<file path="src/rtl/sdram_guard_pkg.sv">
package sdram_guard_pkg;

  typedef enum logic [3:0] {
    CMD_NOP, CMD_ACT, CMD_RD, CMD_WR, CMD_PRE,
    CMD_REF, CMD_SREF, CMD_MRS, CMD_PDN
  } cmd_e;

  typedef enum logic [1:0] {
    BK_IDLE   = 2'b00,
    BK_ACTIVE = 2'b01,
    BK_LOCKED = 2'b10,
    BK_PRECH  = 2'b11
  } bank_st_e;

  localparam logic [1:0] VK_NONE  = 2'b00;
  localparam logic [1:0] VK_STATE = 2'b01;
  localparam logic [1:0] VK_TIME  = 2'b10;

  // Pin decode; a cycle whose previous CKE was low is suspended.
  function automatic cmd_e decode_cmd(input logic cke_prev, input logic cke,
                                      input logic cs_n, input logic ras_n,
                                      input logic cas_n, input logic we_n);
    cmd_e c;
    c = CMD_NOP;
    if (cke_prev) begin
      if (cs_n) c = cke ? CMD_NOP : CMD_PDN;
      else begin
        case ({ras_n, cas_n, we_n})
          3'b111:  c = cke ? CMD_NOP : CMD_PDN;
          3'b011:  c = CMD_ACT;
          3'b101:  c = CMD_RD;
          3'b100:  c = CMD_WR;
          3'b010:  c = CMD_PRE;
          3'b001:  c = cke ? CMD_REF : CMD_SREF;
          3'b000:  c = CMD_MRS;
          default: c = CMD_NOP;
        endcase
      end
    end
    return c;
  endfunction

  function automatic logic needs_all_idle(input cmd_e c);
    return (c == CMD_REF) || (c == CMD_SREF) || (c == CMD_MRS) || (c == CMD_PDN);
  endfunction

  function automatic int max_of4(input int a, input int b, input int c, input int d);
    int m;
    m = a;
    if (b > m) m = b;
    if (c > m) m = c;
    if (d > m) m = d;
    return m;
  endfunction

endpackage

</file>
<file path="src/rtl/sdg_decode.sv">
module sdg_decode
  import sdram_guard_pkg::*;
(
  input  logic clk,
  input  logic rst_n,
  input  logic cs_n,
  input  logic ras_n,
  input  logic cas_n,
  input  logic we_n,
  input  logic cke,
  output cmd_e cmd
);
  logic cke_prev;

  always_ff @(posedge clk) begin
    if (!rst_n) cke_prev <= 1'b1;
    else        cke_prev <= cke;
  end

  assign cmd = decode_cmd(cke_prev, cke, cs_n, ras_n, cas_n, we_n);
endmodule

</file>
<file path="src/rtl/sdg_bank.sv">
module sdg_bank
  import sdram_guard_pkg::*;
#(
  parameter int TRCD = 3,
  parameter int TRAS = 6,
  parameter int TRP  = 3,
  parameter int BL   = 4
) (
  input  logic     clk,
  input  logic     rst_n,
  input  cmd_e     cmd,
  input  logic     hit,
  input  logic     auto_pre,
  input  logic     commit,
  output bank_st_e st,
  output logic     err_state,
  output logic     err_time
);
  localparam int CAPV = max_of4(TRCD, TRAS, TRP, BL);
  localparam int AW   = $clog2(CAPV + 1);
  localparam logic [AW-1:0] AGE_CAP  = AW'(CAPV);
  localparam logic [AW-1:0] RCD_L    = AW'(TRCD);
  localparam logic [AW-1:0] RAS_L    = AW'(TRAS);
  localparam logic [AW-1:0] BL_L     = AW'(BL);
  localparam logic [AW-1:0] PRE_LAST = AW'(TRP > 1 ? TRP - 1 : 1);
  localparam bank_st_e AFTER_PRE     = (TRP > 1) ? BK_PRECH : BK_IDLE;

  logic [AW-1:0] age, nage;
  bank_st_e      nst;

  always_comb begin
    err_state = 1'b0;
    err_time  = 1'b0;
    if (hit) begin
      case (cmd)
        CMD_ACT: begin
          if (st == BK_PRECH)     err_time  = 1'b1;
          else if (st != BK_IDLE) err_state = 1'b1;
        end
        CMD_RD, CMD_WR: begin
          if (st != BK_ACTIVE)    err_state = 1'b1;
          else if (age < RCD_L)   err_time  = 1'b1;
        end
        CMD_PRE: begin
          if (st == BK_LOCKED)    err_state = 1'b1;
          else if (st == BK_ACTIVE && age < RAS_L) err_time = 1'b1;
        end
        default: ;
      endcase
    end
  end

  always_comb begin
    nst  = st;
    nage = (age == AGE_CAP) ? age : age + 1'b1;
    case (st)
      BK_LOCKED: if (age == BL_L) begin
        nst  = AFTER_PRE;
        nage = AW'(1);
      end
      BK_PRECH: if (age >= PRE_LAST) nst = BK_IDLE;
      default: ;
    endcase
    if (commit && hit) begin
      case (cmd)
        CMD_ACT: begin
          nst  = BK_ACTIVE;
          nage = AW'(1);
        end
        CMD_RD, CMD_WR: if (auto_pre) begin
          nst  = BK_LOCKED;
          nage = AW'(1);
        end
        CMD_PRE: if (st == BK_ACTIVE) begin
          nst  = AFTER_PRE;
          nage = AW'(1);
        end
        default: ;
      endcase
    end
  end

  always_ff @(posedge clk) begin
    if (!rst_n) begin
      st  <= BK_IDLE;
      age <= AGE_CAP;
    end else begin
      st  <= nst;
      age <= nage;
    end
  end
endmodule

</file>
<file path="src/rtl/sdram_cmd_guard.sv">
module sdram_cmd_guard
  import sdram_guard_pkg::*;
#(
  parameter int NBANK = 4,
  parameter int TRRD  = 2,
  parameter int TRCD  = 3,
  parameter int TRP   = 3,
  parameter int TRAS  = 6,
  parameter int BL    = 4,
  localparam int BAW  = $clog2(NBANK)
) (
  input  logic                 clk,
  input  logic                 rst_n,
  input  logic                 cs_n,
  input  logic                 ras_n,
  input  logic                 cas_n,
  input  logic                 we_n,
  input  logic                 cke,
  input  logic [BAW-1:0]       ba,
  input  logic                 a10,
  output logic [2*NBANK-1:0]   bank_state,
  output logic                 viol,
  output logic [BAW+1:0]       viol_code
);
  localparam int RW = $clog2(TRRD + 1);
  localparam logic [RW-1:0] RRD_L = RW'(TRRD);

  cmd_e           cmd;
  bank_st_e       st      [NBANK];
  logic [NBANK-1:0] hit, e_state, e_time, nonidle;
  logic [RW-1:0]  rrd_cnt;
  logic           rrd_err, idle_err, any_err, commit;
  logic [1:0]     rep_kind;
  logic [BAW-1:0] rep_bank;

  sdg_decode u_dec (
    .clk(clk), .rst_n(rst_n), .cs_n(cs_n), .ras_n(ras_n),
    .cas_n(cas_n), .we_n(we_n), .cke(cke), .cmd(cmd)
  );

  for (genvar i = 0; i < NBANK; i++) begin : g_bank
    assign hit[i] = ((cmd == CMD_PRE) && a10) || (ba == BAW'(i));
    assign nonidle[i] = (st[i] != BK_IDLE);
    assign bank_state[2*i +: 2] = st[i];
    sdg_bank #(.TRCD(TRCD), .TRAS(TRAS), .TRP(TRP), .BL(BL)) u_bank (
      .clk(clk), .rst_n(rst_n), .cmd(cmd), .hit(hit[i]), .auto_pre(a10),
      .commit(commit), .st(st[i]), .err_state(e_state[i]), .err_time(e_time[i])
    );
  end

  assign rrd_err  = (cmd == CMD_ACT) && (rrd_cnt < RRD_L);
  assign idle_err = needs_all_idle(cmd) && (|nonidle);

  // Lowest failing bank wins; state errors outrank timing errors.
  always_comb begin
    any_err  = 1'b0;
    rep_kind = VK_NONE;
    rep_bank = '0;
    for (int i = NBANK - 1; i >= 0; i--) begin
      if (e_state[i] || (idle_err && nonidle[i])) begin
        any_err  = 1'b1;
        rep_kind = VK_STATE;
        rep_bank = BAW'(i);
      end else if (e_time[i] || (rrd_err && ba == BAW'(i))) begin
        any_err  = 1'b1;
        rep_kind = VK_TIME;
        rep_bank = BAW'(i);
      end
    end
  end

  assign commit = !any_err;

  always_ff @(posedge clk) begin
    if (!rst_n) begin
      rrd_cnt   <= RRD_L;
      viol      <= 1'b0;
      viol_code <= '0;
    end else begin
      if (commit && cmd == CMD_ACT)  rrd_cnt <= RW'(1);
      else if (rrd_cnt < RRD_L)      rrd_cnt <= rrd_cnt + 1'b1;
      viol      <= any_err;
      viol_code <= any_err ? {rep_kind, rep_bank} : '0;
    end
  end
endmodule

</file>
<file path="config.mk">
export PLATFORM = sky130hd
export DESIGN_NAME = sdram_cmd_guard
export DESIGN_NICKNAME = d
export VERILOG_FILES = /design/src/rtl/sdram_guard_pkg.sv /design/src/rtl/sdg_decode.sv /design/src/rtl/sdg_bank.sv /design/src/rtl/sdram_cmd_guard.sv
export SDC_FILE = /design/constraint.sdc
export NUM_CORES = 1
export LEC_CHECK = 0
export BUFFER_PORTS_ARGS = -buffer_cell sky130_fd_sc_hd__buf_2
export CORE_UTILIZATION = 58
export DETAILED_ROUTE_END_ITERATION = 12
export PLACE_DENSITY = 0.84
export SYNTH_ARGS = -nofsm -noshare
export SYNTH_HDL_FRONTEND = slang
export SYNTH_SLANG_ARGS = --single-unit
</file>
<file path="constraint.sdc">
create_clock -name clk -period 6.6 [get_ports clk]
set_clock_uncertainty 0.2 [all_clocks]
set_input_delay 0.33 -clock clk [delete_from_list [all_inputs] [get_ports clk]]
set_output_delay 0.33 -clock clk [all_outputs]
set_load 0.05 [all_outputs]
</file>
# Word level (Yosys, flattened, before mapping)
# Index checks and enable logic that the tools add are counted.
# totals
word_cells	262
inputBits	10
reg_bits	28
out_inout_bits	13
# classes
addsub	5
bitwise	2
n_mux	137
n_lt_le_gt_ge	13
reduce_logical	49
eq_ne	41
# ops
op	count
3-bit two-way mux	24
2-bit two-way mux	34
1-bit two-way mux	55
3-bit case mux with 3 select lines	4
3-bit equality test, second input constant	11
4-bit case mux with 7 select lines	1
1-bit case mux with 3 select lines	8
2-bit case mux with 3 select lines	4
2-bit equality test, second input constant	10
1-bit logical AND	20
4-bit by 3-bit equality test with 1-bit output, second input constant	4
2-bit case mux with 2 select lines	4
1-bit logical OR	15
3-bit by 1-bit adder with 3-bit output, second input constant	4
3-bit by 2-bit greater-or-equal comparator with 1-bit output, second input constant	4
3-bit by 2-bit < comparator with 1-bit output, second input constant	4
3-bit < comparator, second input constant	4
4-bit two-way mux	3
2-bit by 1-bit equality test with 1-bit output, second input constant	5
2-bit nonzero test	5
4-bit by 2-bit equality test with 1-bit output, second input constant	2
2-bit by 1-bit inequality test with 1-bit output, second input constant	4
4-bit OR reduction	2
3-bit by 2-bit equality test with 1-bit output, second input constant	2
13 further kinds	14

# Longest topological paths before layout
# depth
depth_word	21
depth_mapped	10
mapped_depth_nobuf	9

# Modules after synthesis
# A second synthesis with hierarchy kept.
# hier_totals
cells_unflattened	320
hier_area_um2	2562.5
# modules_own_cells
mod	n_inst	seq_area_each_um2	cells_each	area_each_um2
sdg_bank	4	100.1	62	499.2
sdram_cmd_guard	1	140.1	60	479.2
sdg_decode	1	20.0	12	86.3

# Worst setup path after synthesis
# Ideal clock, no wire load.
# synth_timing
kind	register to register
startpoint	register g_bank[1].u_bank.st[0]
endpoint	register g_bank[0].u_bank.age[2]
slack_ns	3.532
required_ns	6.280
n_path_buf	0
stages_incl_launch_ff	10
t_arrival_ns	2.748
period_less_slack_ns	3.068
path_cell_list	dfxtp_1 > inv_1 > ha_1 > mux2i_1 > o22ai_1 > a2111o_1 > a211oi_2 > nand4_2 > or4_4 > o31a_1
# synth_via
elab_chain_len	15
word_cells_on_any_way	39
cone_classes	eq/ne: 4; mux: 20; reduce/logical: 15
# synth_rtl
item	line_no	source
from (decl)	sdg_bank.sv:15	output bank_st_e st,
from (signal assigned)	sdg_bank.sv:88	st <= nst;
2-bit nonzero test	sdg_bank.sv:38, sdram_cmd_guard.sv:43	
4-bit OR reduction	sdram_cmd_guard.sv:52	assign idle_err = needs_all_idle(cmd) && (|nonidle);
1-bit logical AND	sdram_cmd_guard.sv:52	
1-bit logical AND	sdram_cmd_guard.sv:60	if (e_state[i] || (idle_err && nonidle[i])) begin
1-bit logical OR	sdram_cmd_guard.sv:60	
1-bit two-way mux	sdram_cmd_guard.sv:60	
1-bit two-way mux	sdram_cmd_guard.sv:64	end else if (e_time[i] || (rrd_err && ba == BAW'(i))) begin
1-bit two-way mux	sdram_cmd_guard.sv:60	
1-bit two-way mux	sdram_cmd_guard.sv:64	
1-bit two-way mux	sdram_cmd_guard.sv:60	
1-bit two-way mux	sdram_cmd_guard.sv:64	
1-bit two-way mux *	sdram_cmd_guard.sv:60	
1-bit zero test *	sdram_cmd_guard.sv:72	assign commit = !any_err;
1-bit logical AND *	sdg_bank.sv:64	if (commit && hit) begin
3-bit two-way mux *	sdg_bank.sv:64	
to (signal assigned)	sdg_bank.sv:89	age <= nage;
to (decl)	sdg_bank.sv:28	logic [AW-1:0] age, nage;
# Mark *: on every way between the ends. The rest lies on a longest branch, timed or not.
# A chain may end at the register's enable or synchronous reset.

# Final worst setup path
# layout_timing
startpoint	register g_bank[0].u_bank.st[1]
endpoint	register g_bank[0].u_bank.age[2]
# layout_via
elab_chain_len	15
word_cells_on_any_way	43
cone_classes	eq/ne: 4; mux: 24; reduce/logical: 15
# layout_rtl
item	line_no
from (decl)	sdg_bank.sv:15
from (signal assigned)	sdg_bank.sv:88
2-bit nonzero test	sdg_bank.sv:38, sdram_cmd_guard.sv:43
4-bit OR reduction	sdram_cmd_guard.sv:52
1-bit logical AND	sdram_cmd_guard.sv:52
1-bit logical AND	sdram_cmd_guard.sv:60
1-bit logical OR	sdram_cmd_guard.sv:60
1-bit two-way mux	sdram_cmd_guard.sv:60
1-bit two-way mux	sdram_cmd_guard.sv:64
1-bit two-way mux	sdram_cmd_guard.sv:60
1-bit two-way mux	sdram_cmd_guard.sv:64
1-bit two-way mux	sdram_cmd_guard.sv:60
1-bit two-way mux	sdram_cmd_guard.sv:64
1-bit two-way mux	sdram_cmd_guard.sv:60
1-bit zero test	sdram_cmd_guard.sv:72
1-bit logical AND	sdg_bank.sv:64
3-bit two-way mux *	sdg_bank.sv:64
# Marked as above.

==> impl_metrics.json <==
{
  "die_area_um2": 4454,
  "drtIter0Drc": 136,
  "fmax_mhz": 292.0,
  "worst-path-buf-inv": 1,
  "power_mw": 0.5502,
  "multi_input_area_um2": 1707,
  "htree_levels": 1,
  "synth_nets": 341,
  "worstPathMaxFanout": 12,
  "r2r-start": "g_bank[0].u_bank.st[1]",
  "vdd_ir_drop_max_v": 0.0001180,
  "r2r_setup_slack_ns": 3.18,
  "portBuffers": 22,
  "seq_area_um2": 560.5,
  "grt_max_degree": 19,
  "grt_pass1_wl_um": 9542,
  "fin_crit_ns": 3.424,
  "synth_area_um2": 2431,
  "path_class": "reg -> reg",
  "yosysUniqueCellTypes": 64,
  "hold_class": "in -> reg",
  "p_per_area_nw_per_um2": 211.8,
  "vias_per_cell": 6.281,
  "drv_slew": 0,
  "rsz0062_at_grt": "no",
  "gr-usage-met2": 0.4836,
  "met1_usage": 0.3519,
  "drive_gt1_frac": 0.1171,
  "clockBufferDepth": 2,
  "fp.dieW_um": 66.74,
  "hpwl_um": 4416,
  "setup_viol": 0,
  "leakagePower_nw": 1.099,
  "antenna_found_initial": 0,
  "cts_tree": "done",
  "row_count": 23,
  "status": "completed",
  "io_pins": 23,
  "ctsHoldBuffers": 0,
  "relSlewSlack": 0.5363,
  "async_reset_ff_frac": 0,
  "root_buffer": "clkbuf_8",
  "ant_nets": 0,
  "routed_wl_um": 5828,
  "via_count": 2299,
  "fin_nets": 355,
  "setup_tns_ns": 0,
  "core_area_um2": 4000,
  "synth-edff-count": 0,
  "synth_area_per_cell_um2": 8.023,
  "busiest_layer": "met2",
  "drc_errors": 0,
  "worstMarginPinSlew_ns": 0.6883,
  "critPathArrivalTime_ns": 3.41,
  "cp_top_family": "simple AND/OR/NAND/NOR gates",
  "antenna-diode-count": 0,
  "wl_per_cell_um": 15.92,
  "cts_setup_buffers": 0,
  "seq_area_frac_synth": 0.2306,
  "yosysWarnings": 0,
  "path_cells": "inv_1, ha_1, nor3b_1, a22oi_1, o21bai_1, a211oi_1, nand4_2, or4_4, o31a_1",
  "area_growth_pct": 6.845,
  "syn_inst": 303,
  "worstHoldStart": "cke",
  "grt.total_usage": 0.2818,
  "ys.flop_type": "dfxtp_1",
  "critPathMaxStageDelay_ns": 0.63,
  "drt_first_pass_iters": 5,
  "ys_ff_latch": 28,
  "grt_use_met3": 0.04110,
  "cts_num_sinks": 28,
  "globalplace.congestion": 0.9662,
  "start_util": 0.6078,
  "die_y_um": 66.74,
  "required_ns": 6.58,
  "whs_ns": 0.04596,
  "clk_pin_slew_worst_paths_ns": 0.11,
  "cts-buffers-inserted": 3,
  "startpoint_type": "register",
  "clk-insertion-delay-late_ns": 0.28,
  "cap_violations": 0,
  "gr-total-overflow": 0,
  "critPathCaptureType": "register",
  "period_share": 0.5188,
  "startpoint": "g_bank[0].u_bank.st[1]",
  "n_fill_cell": 354,
  "cts_resized": 0,
  "hold_viol_final": 0,
  "grt_pass1_vias": 2136,
  "cp_slowest_cell": "or4_4"
}
[registers in the layout, summed over array words and instances (netlist names)]
signal	count
rrd_cnt	2
g_bank.u_bank.st	8
u_dec.cke_prev	1
viol_code	4
viol	1
g_bank.u_bank.age	12
[cells by family (layout without fill, tap and decap cells)]
kind of cell,Yosys count,in the layout,share of synthesized area
simple gates,96,96,0.2337
flops,28,28,0.2306
buf+inv,36,49,0.06742
compound gates,109,109,0.3006
fa+ha+maj,28,28,0.1441
xor+xnor,2,2,0.007207
mux,4,4,0.01647
[worst paths after layout]
kind | cells past startpoint | end
max reg2reg | 9 | g_bank[0].u_bank.age[2]
min reg2reg | 2 | rrd_cnt[1]
max | 9 | g_bank[0].u_bank.age[2]
min | 2 | u_dec.cke_prev
[stage by stage]
| stage | utilization | std cells | instance area [um^2] | setup WS [ns] |
|---|---|---|---|---|
| after floorplan | - | 303 | 2431 | 3.532 |
| after global placement | 0.6315 | 362 | 2526 | 3.254 |
| after detailed placement | 0.6315 | 362 | 2526 | 3.195 |
| after CTS | 0.6494 | 366 | 2597 | 3.219 |
| after global routing | 0.6494 | 366 | 2597 | 3.089 |
| final | 0.6494 | 366 | 2597 | 3.176 |
[synth_stat cells, types with 2 or more instances]
master,number,area share
or3_1,4,0.010
nand4b_1,3,0.011
ha_1,28,0.14
or2b_1,2,0.0062
a22oi_1,2,0.0062
mux2i_1,4,0.016
o21ai_0,18,0.037
a21boi_0,2,0.0062
nand2b_1,7,0.018
clkbuf_1,5,0.0077
nor3b_1,2,0.0062
dfxtp_1,28,0.23
buf_1,2,0.0031
a21oi_1,26,0.054
nand4bb_1,2,0.0093
buf_6,3,0.014
o21bai_1,4,0.012
a31oi_1,13,0.033
a21o_1,8,0.025
nand2_1,21,0.032
a2111oi_0,3,0.011
nor4_2,3,0.015
nor2b_1,8,0.021
xor2_1,2,0.0072
and2_1,2,0.0051
inv_1,23,0.036
nor3_1,10,0.021
o31ai_1,2,0.0062
o41a_1,2,0.0093
buf_2,2,0.0041
nand3_1,5,0.010
a211oi_1,4,0.012
nor2_1,16,0.025
o22ai_1,5,0.013
o211ai_1,3,0.0093
[layout by cell type, fill, tap and decap left out, types with 2 or more instances in the layout]
cell type	synthesis	layout
nor3_1	10	10
nand2b_1	7	7
nor3b_1	2	2
xor2_1	2	2
nand2_1	21	21
o41a_1	2	2
nand4bb_1	2	2
a21oi_1	26	26
dfxtp_1	28	28
o22ai_1	5	5
a211oi_1	4	4
inv_1	23	23
a21boi_0	2	2
a31oi_1	13	13
clkbuf_8	0	3
a2111oi_0	3	3
o211ai_1	3	3
buf_2	2	22
o21ai_0	18	18
or3_1	4	4
o31ai_1	2	2
a22oi_1	2	2
nand3_1	5	5
nand4b_1	3	3
or2b_1	2	2
and2_1	2	2
ha_1	28	28
nor4_2	3	3
mux2i_1	4	4
o21bai_1	4	4
nor2_1	16	16
nor2b_1	8	8
a21o_1	8	8
[per-layer routing]
layer | routed length [um] | up-vias
li1 | - | 1149
met1 | 2652 | 1055
met2 | 2714 | 78
met3 | 324 | 17
met4 | 137 | 0
met5 | 0 | -
[power breakdown]
group / switching, mW / internal (mW) / total, mW / leakage (nW)
registers: 0.0343 / 0.193 / 0.227 / 0.229
logic: 0.113 / 0.0724 / 0.185 / 0.835
clock network: 0.0568 / 0.0813 / 0.138 / 0.0357
[area by class of cell]
class	instances	area share
inverter	23	0.03324
timing repair buffer	22	0.04239
multi-input combinational	239	0.6570
tap	50	0.02408
sequential	28	0.2158
clock buffer	3	0.01590
clock inverter	1	0.01156
Power figures use the tool's default switching activity.
